<file path="config.mk">
export PLATFORM = sky130hd
export DESIGN_NAME = lin_hdr_gen
export DESIGN_NICKNAME = d
export VERILOG_FILES = /design/src/rtl/lin_hdr_pkg.sv /design/src/rtl/lin_hdr_cfg.sv /design/src/rtl/lin_hdr_ser.sv /design/src/rtl/lin_hdr_seq.sv /design/src/rtl/lin_hdr_gen.sv
export SDC_FILE = /design/constraint.sdc
export NUM_CORES = 1
export LEC_CHECK = 0
export BUFFER_PORTS_ARGS = -buffer_cell sky130_fd_sc_hd__buf_4
export CORE_AREA = 4 4 74 76
export DETAILED_ROUTE_END_ITERATION = 16
export DIE_AREA = 0 0 78 80
export HOLD_SLACK_MARGIN = 0.02
export SLEW_MARGIN = 20
export SYNTH_ARGS = -nofsm -noshare
export SYNTH_HDL_FRONTEND = slang
export SYNTH_SLANG_ARGS = --single-unit
</file>
<file path="constraint.sdc">
create_clock -name clk -period 1.7 [get_ports clk]
set_clock_uncertainty 0.1 [all_clocks]
set_input_delay 0.34 -clock clk [delete_from_list [all_inputs] [get_ports clk]]
set_output_delay 0.34 -clock clk [all_outputs]
set_load 0.05 [all_outputs]
</file>
<file path="src/rtl/lin_hdr_pkg.sv">
package lin_hdr_pkg;
  localparam int BRK_FW = 4;
  localparam int DLM_FW = 2;
  localparam int SEL_FW = 2;
  localparam int BYTE_W = 8;

  localparam logic [BRK_FW-1:0] BRK_MIN_M1 = BRK_FW'(9);
  localparam logic [BRK_FW-1:0] BRK_MAX_M1 = BRK_FW'(14);
  localparam logic [BYTE_W-1:0] SYNC_PATTERN = BYTE_W'(8'h55);

  typedef enum logic [2:0] {
    ST_IDLE,
    ST_ARM,
    ST_BRK,
    ST_DLM,
    ST_BYTE
  } seq_st_t;

  typedef struct packed {
    logic [BRK_FW-1:0] brk_m1;
    logic [DLM_FW-1:0] dlm_m1;
    logic              send_sync;
    logic              send_pid;
    logic [BYTE_W-1:0] pid;
  } hdr_cfg_t;
endpackage

</file>
<file path="src/rtl/lin_hdr_cfg.sv">
module lin_hdr_cfg
  import lin_hdr_pkg::*;
(
  input  logic              clk,
  input  logic              rst,
  input  logic              capture,
  input  logic [BRK_FW-1:0] brk_in,
  input  logic [DLM_FW-1:0] dlm_in,
  input  logic [SEL_FW-1:0] sel_in,
  input  logic [BYTE_W-1:0] pid_in,
  output hdr_cfg_t          cfg
);
  hdr_cfg_t nxt;

  // clamp the break field into the legal window and decode the select
  always_comb begin
    nxt = '0;
    if (brk_in < BRK_MIN_M1)      nxt.brk_m1 = BRK_MIN_M1;
    else if (brk_in > BRK_MAX_M1) nxt.brk_m1 = BRK_MAX_M1;
    else                          nxt.brk_m1 = brk_in;
    nxt.dlm_m1    = dlm_in;
    nxt.send_sync = (sel_in != '0);
    nxt.send_pid  = sel_in[SEL_FW-1];
    nxt.pid       = pid_in;
  end

  always_ff @(posedge clk) begin
    if (rst)          cfg <= '0;
    else if (capture) cfg <= nxt;
  end
endmodule

</file>
<file path="src/rtl/lin_hdr_ser.sv">
module lin_hdr_ser #(
  parameter int BYTE_W = 8
) (
  input  logic              clk,
  input  logic              rst,
  input  logic              load,
  input  logic              shift,
  input  logic [BYTE_W-1:0] data,
  output logic              bit_o,
  output logic              empty
);
  localparam int CNT_W = $clog2(BYTE_W + 2);
  localparam logic [CNT_W-1:0] TAIL = CNT_W'(BYTE_W + 1);

  logic [BYTE_W:0]  sh;
  logic [CNT_W-1:0] left;

  // start bit is presented by the sequencer on load; data and stop remain
  always_ff @(posedge clk) begin
    if (rst) begin
      sh   <= '1;
      left <= '0;
    end else if (load) begin
      sh   <= {1'b1, data};
      left <= TAIL;
    end else if (shift) begin
      sh   <= {1'b1, sh[BYTE_W:1]};
      left <= left - 1'b1;
    end
  end

  assign bit_o = sh[0];
  assign empty = (left == '0);
endmodule

</file>
<file path="src/rtl/lin_hdr_seq.sv">
module lin_hdr_seq
  import lin_hdr_pkg::*;
(
  input  logic              clk,
  input  logic              rst,
  input  logic              bit_tick,
  input  logic              start,
  input  hdr_cfg_t          cfg,
  input  logic              ser_bit,
  input  logic              ser_empty,
  output logic              capture,
  output logic              ser_load,
  output logic              ser_shift,
  output logic [BYTE_W-1:0] ser_data,
  output logic              txd,
  output logic              busy,
  output logic              done
);
  seq_st_t           st;
  logic [BRK_FW-1:0] cnt;
  logic              on_pid;
  logic              dlm_end, byte_end, finish;

  always_comb begin
    capture   = start && (st == ST_IDLE);
    dlm_end   = bit_tick && (st == ST_DLM) && (cnt == '0);
    byte_end  = bit_tick && (st == ST_BYTE) && ser_empty;
    ser_load  = (dlm_end && cfg.send_sync) ||
                (byte_end && !on_pid && cfg.send_pid);
    ser_shift = bit_tick && (st == ST_BYTE) && !ser_empty;
    ser_data  = (st == ST_DLM) ? SYNC_PATTERN : cfg.pid;
    finish    = (dlm_end && !cfg.send_sync) || (byte_end && !ser_load);
  end

  always_ff @(posedge clk) begin
    if (rst) begin
      st     <= ST_IDLE;
      cnt    <= '0;
      on_pid <= 1'b0;
      txd    <= 1'b1;
      busy   <= 1'b0;
      done   <= 1'b0;
    end else begin
      done <= finish;
      unique case (st)
        ST_IDLE: if (start) begin
          st     <= ST_ARM;
          busy   <= 1'b1;
          on_pid <= 1'b0;
        end
        ST_ARM: if (bit_tick) begin
          txd <= 1'b0;
          cnt <= cfg.brk_m1;
          st  <= ST_BRK;
        end
        ST_BRK: if (bit_tick) begin
          if (cnt == '0) begin
            txd <= 1'b1;
            cnt <= BRK_FW'(cfg.dlm_m1);
            st  <= ST_DLM;
          end else begin
            cnt <= cnt - 1'b1;
          end
        end
        ST_DLM: if (bit_tick) begin
          if (cnt != '0) begin
            cnt <= cnt - 1'b1;
          end else if (cfg.send_sync) begin
            txd <= 1'b0;
            st  <= ST_BYTE;
          end else begin
            st   <= ST_IDLE;
            busy <= 1'b0;
          end
        end
        ST_BYTE: if (bit_tick) begin
          if (!ser_empty) begin
            txd <= ser_bit;
          end else if (ser_load) begin
            txd    <= 1'b0;
            on_pid <= 1'b1;
          end else begin
            st   <= ST_IDLE;
            busy <= 1'b0;
          end
        end
        default: st <= ST_IDLE;
      endcase
    end
  end
endmodule

</file>
<file path="src/rtl/lin_hdr_gen.sv">
module lin_hdr_gen
  import lin_hdr_pkg::*;
(
  input  logic              clk,
  input  logic              rst,
  input  logic              bit_tick,
  input  logic              start,
  input  logic [BRK_FW-1:0] brk_len_m1,
  input  logic [DLM_FW-1:0] dlm_len_m1,
  input  logic [SEL_FW-1:0] hdr_sel,
  input  logic [BYTE_W-1:0] pid,
  output logic              txd,
  output logic              busy,
  output logic              done
);
  hdr_cfg_t          cfg;
  logic              capture, ser_load, ser_shift, ser_bit, ser_empty;
  logic [BYTE_W-1:0] ser_data;

  lin_hdr_cfg u_cfg (
    .clk(clk), .rst(rst), .capture(capture),
    .brk_in(brk_len_m1), .dlm_in(dlm_len_m1), .sel_in(hdr_sel), .pid_in(pid),
    .cfg(cfg)
  );

  lin_hdr_ser #(.BYTE_W(BYTE_W)) u_ser (
    .clk(clk), .rst(rst), .load(ser_load), .shift(ser_shift),
    .data(ser_data), .bit_o(ser_bit), .empty(ser_empty)
  );

  lin_hdr_seq u_seq (
    .clk(clk), .rst(rst), .bit_tick(bit_tick), .start(start), .cfg(cfg),
    .ser_bit(ser_bit), .ser_empty(ser_empty), .capture(capture),
    .ser_load(ser_load), .ser_shift(ser_shift), .ser_data(ser_data),
    .txd(txd), .busy(busy), .done(done)
  );
endmodule

</file>
# After elaboration in Yosys (flattened, before gate mapping)
# Index checks and enable logic that the tools add are counted.
[totals]
input_bits = 20
output_inout_bits = 3
reg_bits = 39
wordCells = 116
[classes]
reduce_logical = 33
magnitude_cmp = 2
addsub = 2
n_mux = 47
eq_ne = 18
[ops]
columns = ["cell", "count"]
rows = [
  ["two-way mux 4 bit", 9],
  ["two-way mux 3 bit", 10],
  ["two-way mux 8 bit", 3],
  ["inequality test 2 bit (second input constant)", 11],
  ["two-way mux 1 bit", 20],
  ["AND reduction 9 bit", 2],
  ["one-hot mux 3 bit (5 select lines)", 1],
  ["one-hot mux 4 bit (3 select lines)", 1],
  ["logical AND 1 bit", 11],
  ["AND reduction 5 bit", 2],
  ["zero test 4 bit", 2],
  ["AND reduction 8 bit", 1],
  ["nonzero test 4 bit", 2],
  ["subtractor 4 x 1 -> 4 bit (second input constant)", 2],
  ["equality test 3 x 2 -> 1 bit (second input constant)", 2],
  ["nonzero test 2 bit", 3],
  ["nonzero test 3 bit", 2],
  ["> comparator 4 bit (second input constant)", 1],
  ["zero test 1 bit", 4],
  ["less-than comparator 4 bit (second input constant)", 1],
  ["inequality test 2 x 1 -> 1 bit (second input constant)", 2],
  ["one-hot mux 1 bit (4 select lines)", 1],
  ["equality test 3 x 1 -> 1 bit (second input constant)", 1],
  ["equality test 3 bit (second input constant)", 1],
  ["other kinds (6)", 7],
]

# Depth between registers and ports, before layout
[logic_depth]
depth_word = 10
mapped_depth = 8
depth_no_buf = 7

# Hierarchy
# Synthesis repeated with hierarchy kept, for this count alone.
[unflattened]
hier_cells = 223
area_unflattened_um2 = 2082.0
[modules_own_cells]
columns = ["module", "seq_area_each_um2", "n_inst", "cells_per_inst", "area_per_inst_um2"]
rows = [
  ["lin_hdr_seq", 220.2, 1, 112, 913.4],
  ["lin_hdr_cfg", 320.3, 1, 58, 591.8],
  ["lin_hdr_ser", 240.2, 1, 53, 576.8],
]

# Worst setup path after synthesis
# No wires, ideal clock.
[synth_timing]
path_type = "flip-flop to flip-flop"
from = "register u_ser.left[0]"
to = "register u_ser.sh[1]"
synth_period_minus_slack_ns = 1.790
required_time_ns = 1.479
setup_ns = 0.121
path_slack_ns = -0.090
path_buffers = 1
path_stages_with_launch = 8
arrival_time_ns = 1.568
path_cell_list = "dfxtp_1 > inv_1 > ha_1 > or3b_1 > and3_1 > buf_6 > a221oi_1 > nand2_1"
[synth_between]
elab_chain_cells = 6
word_cells_on_any_way = 9
cone_classes = "mux: 1; reduce/logical: 8"
[synth_lines]
columns = ["element", "line_no", "text"]
rows = [
  ["start: declaration", "lin_hdr_ser.sv:16", "logic [CNT_W-1:0] left;"],
  ["start signal: assignment", "lin_hdr_ser.sv:28", "left <= left - 1'b1;"],
  ["zero test 4 bit *", "lin_hdr_ser.sv:33", "assign empty = (left == '0);"],
  ["logical AND 1 bit", "lin_hdr_seq.sv:27", "byte_end = bit_tick && (st == ST_BYTE) && ser_empty;"],
  ["logical AND 1 bit (2 in a row)", "lin_hdr_seq.sv:29", "(byte_end && !on_pid && cfg.send_pid);"],
  ["logical OR 1 bit", "lin_hdr_seq.sv:28", "ser_load = (dlm_end && cfg.send_sync) ||"],
  ["two-way mux 8 bit / nonzero test 2 bit (equally long branches)", "n/a", ""],
  ["end signal: assignment", "lin_hdr_ser.sv:24", "sh <= {1'b1, data};"],
  ["end signal: assignment", "lin_hdr_ser.sv:27", "sh <= {1'b1, sh[BYTE_W:1]};"],
  ["end: declaration", "lin_hdr_ser.sv:15", "logic [BYTE_W:0] sh;"],
]
# Mark *: on every way between the ends. The rest lies on a longest branch, timed or not.
# A chain may end at the register's enable or synchronous reset.

# Worst setup path in the final report
[layout_timing]
from = "register u_seq.cnt[1]"
to = "register u_seq.txd"
[layout_between]
elab_chain_cells = 6
word_cells_on_any_way = 9
cone_classes = "eq/ne: 3; reduce/logical: 6"
[layout_lines]
columns = ["element", "line_no", "text"]
rows = [
  ["start: declaration", "lin_hdr_seq.sv:20", "logic [BRK_FW-1:0] cnt;"],
  ["start signal: assignment", "lin_hdr_seq.sv:53", "cnt <= cfg.brk_m1;"],
  ["start signal: assignment", "lin_hdr_seq.sv:59", "cnt <= BRK_FW'(cfg.dlm_m1);"],
  ["start signal: assignment", "lin_hdr_seq.sv:62", "cnt <= cnt - 1'b1;"],
  ["zero test 4 bit", "lin_hdr_seq.sv:26, lin_hdr_seq.sv:57", ""],
  ["logical AND 1 bit", "lin_hdr_seq.sv:26", "dlm_end = bit_tick && (st == ST_DLM) && (cnt == '0);"],
  ["logical AND 1 bit", "lin_hdr_seq.sv:28", ""],
  ["logical OR 1 bit", "lin_hdr_seq.sv:28", ""],
  ["inequality test 3 bit (no line)", "n/a", ""],
  ["AND reduction 9 bit (no line) *", "n/a", ""],
  ["end signal: assignment", "lin_hdr_seq.sv:78", "txd <= ser_bit;"],
  ["end: declaration", "lin_hdr_seq.sv:15", "output logic txd,"],
]
# Marks and branches as above.

==> results_dict.tcl <==
set metrics [dict create \
    insertedDiodeCount 0 \
    grt-ovfl-total 0 \
    synth_top_area_share_pct 41.5 \
    synth_area_leader_cell "dfxtp_1" \
    synthFlopType "dfxtp_1" \
    nets 298 \
    worstSetupEndpointType "flip-flop" \
    antenna_found_initial 0 \
    crit_path_start_kind "flip-flop" \
    path_class "reg2reg" \
    setup_violations 3 \
    portBuffers 22 \
    hold_violations 0 \
    vias 1742 \
    post-route-period-util_pct 100 \
    rsz0062_at_grt "yes" \
    critPathArrivalTime_ps 1790 \
    fin_hold_ws_ps 141 \
    drv_cap 0 \
    rows 25 \
    irDropWorstVdd_mv 0.590 \
    fin_cells 344 \
    drive_above_1_share_pct 40.4 \
    areaGrowthSynthToFinish_pct 39.2 \
    worst_pin_slew_ps 371 \
    async_flop_share_pct 0 \
    dieArea_mm2 0.00624 \
    num_io_pins 23 \
    dr.pass1.iters 4 \
    postSynthAreaPerCell_um2 8.33 \
    clock_latency_ps 290 \
    most-common-layout-cells "buf_4 (49), nand2_1 (42), dfxtp_1 (33)" \
    grt_max_degree 25 \
    hpwl_mm 3.07 \
    synth_cells 226 \
    vias_per_cell 5.06 \
    worstPathMaxFanout 5 \
    status "complete, but fails checks" \
    slew_violations 0 \
    gp_congestion 0.856 \
    p_leak_nw 1.07 \
    cts_tree "yes" \
    synth_edf_count 0 \
    routed_wl_mm 4.59 \
    max_freq_ghz 0.587 \
    ant_nets 0 \
    layout_setup_ws_ps -3.61 \
    grt_pass1_wl_mm 7.53 \
    seq_area_frac_synth_pct 41.5 \
    synth_warnings 0 \
    clock-sinks 39 \
    violations "setup timing" \
    drt_iter0_drc 77 \
    min_path_type "in2reg" \
    die_w_um 78 \
    drc 0 \
    power_density_mw_per_mm2 776 \
    fp.dieH_um 80 \
    cts_root_buf "clkbuf_8" \
    first_global_vias 1645 \
    wire_per_inst_um 13.3 \
    synth.distinct_cells 47 \
    syn_nets 248 \
    cts_buffer_depth 2 \
    min_period_ps 1700 \
    cts_buffers 5 \
    dp.cells 329 \
    crit_required_ps 1790 \
    initial_core_util_pct 39.8 \
    ys_ff_latch 39 \
    clk_pin_slew_ps 70 \
    h-tree-depth 2 \
    yosys-top-cells-area "dfxtp_1 (41%), nand2_1 (9.4%), a21oi_1 (6.6%)" \
    netlist_area_mm2 0.00188 \
    grt_usage_pct 15.2 \
    coreArea_mm2 0.00472 \
    layout_commonest_cell "buf_4" \
    maxSlewHeadroom_pct 75.2 \
]
## cells by family (layout without fill, tap and decap cells)
kind of cell / Yosys count / count (layout) / synth area share, %
and+or+nand+nor: 101 / 102 / 28.3
AOI/OAI and AO/OA: 53 / 53 / 19.4
DFF: 39 / 39 / 41.5
buffers and inverters: 25 / 75 / 6.52
adders and majority gates: 3 / 3 / 1.86
xor gates and xnor gates: 3 / 3 / 1.40
muxes: 2 / 2 / 1.06
## flip-flops by register name, summed over array words and instances (netlist names)
signal / flops
u_cfg.cfg: 16
u_ser.sh: 8
u_seq.cnt: 4
u_ser.left: 4
u_seq.st: 3
u_seq.busy: 1
u_seq.done: 1
u_seq.on_pid: 1
u_seq.txd: 1
## area by class of cell
type / instances / area, um2
clock inverter: 1 / 5.00
timing repair buffer: 56 / 464
tap: 67 / 83.8
clock buffer: 7 / 76.3
sequential: 39 / 788
inverter: 11 / 41.3
fill: 433 / 2100
multi-input combinational: 163 / 1160
## critical path, stage by stage (launching register included)
cell and delay [ps]:
dfxtp_2 320, inv_2 60, ha_4 130, nor3b_4 340
nand2_1 110, a2111o_1 400, mux2i_1 130
## stage by stage
step | setup TNS, ps | total power, W | area, um2 | util, % | setup slack [ps]
6_report | -6.53 | 0.00203 | 2620 | 55.4 | -3.61
5_1_grt | -512 | 0.00214 | 2620 | 55.4 | -78.5
4_1_cts | -3.15 | 0.00199 | 2460 | 52.2 | -3.15
3_5_place_dp | -664 | 0.00138 | 2330 | 49.4 | -93.8
3_3_place_gp | -688 | 0.00138 | 2330 | 49.4 | -96.2
2_1_floorplan | 0 | 0.00123 | 1940 | - | 4.22
## final timing paths
| kind | endpoint | start | slack (ps) | cells past startpoint |
|---|---|---|---|---|
| max | u_seq.txd | u_seq.cnt[1] | -4 | 6 |
| min | u_cfg.cfg[12] | brk_len_m1[3] | 140 | 2 |
| max reg2reg | u_seq.txd | u_seq.cnt[1] | -4 | 6 |
| min reg2reg | u_cfg.cfg[7] | u_cfg.cfg[7] | 350 | 2 |
## repair_timing
item                       CTS  global route
resized for setup           10            29
hold buffers                 0             0
setup endpoints to repair   15            20
cloned                       1             0
setup buffers                1             5
pin swaps                    3            14
## report_power, final
group | internal, W | switching, W
combinational | 0.000208 | 0.000218
clock | 0.000288 | 0.000322
sequential | 0.000960 | 0.0000370
## per-layer routing
layer	track usage, %	wire, um
met3	3.27	184
met5	0	0
met1	19.0	2240
met2	25.1	2060
met4	6.47	102
## synthesized netlist by cell type, types with 3 or more instances
master / instances
dfxtp_1: 39
buf_2: 5
nor2_1: 12
and3_1: 5
clkbuf_1: 5
nor3_1: 8
o21ai_0: 4
nand2_1: 47
o21ai_1: 5
a221oi_1: 4
a21oi_1: 25
o211ai_1: 3
nand3_1: 7
inv_1: 10
Note: power is estimated with default switching activity, not from simulation.
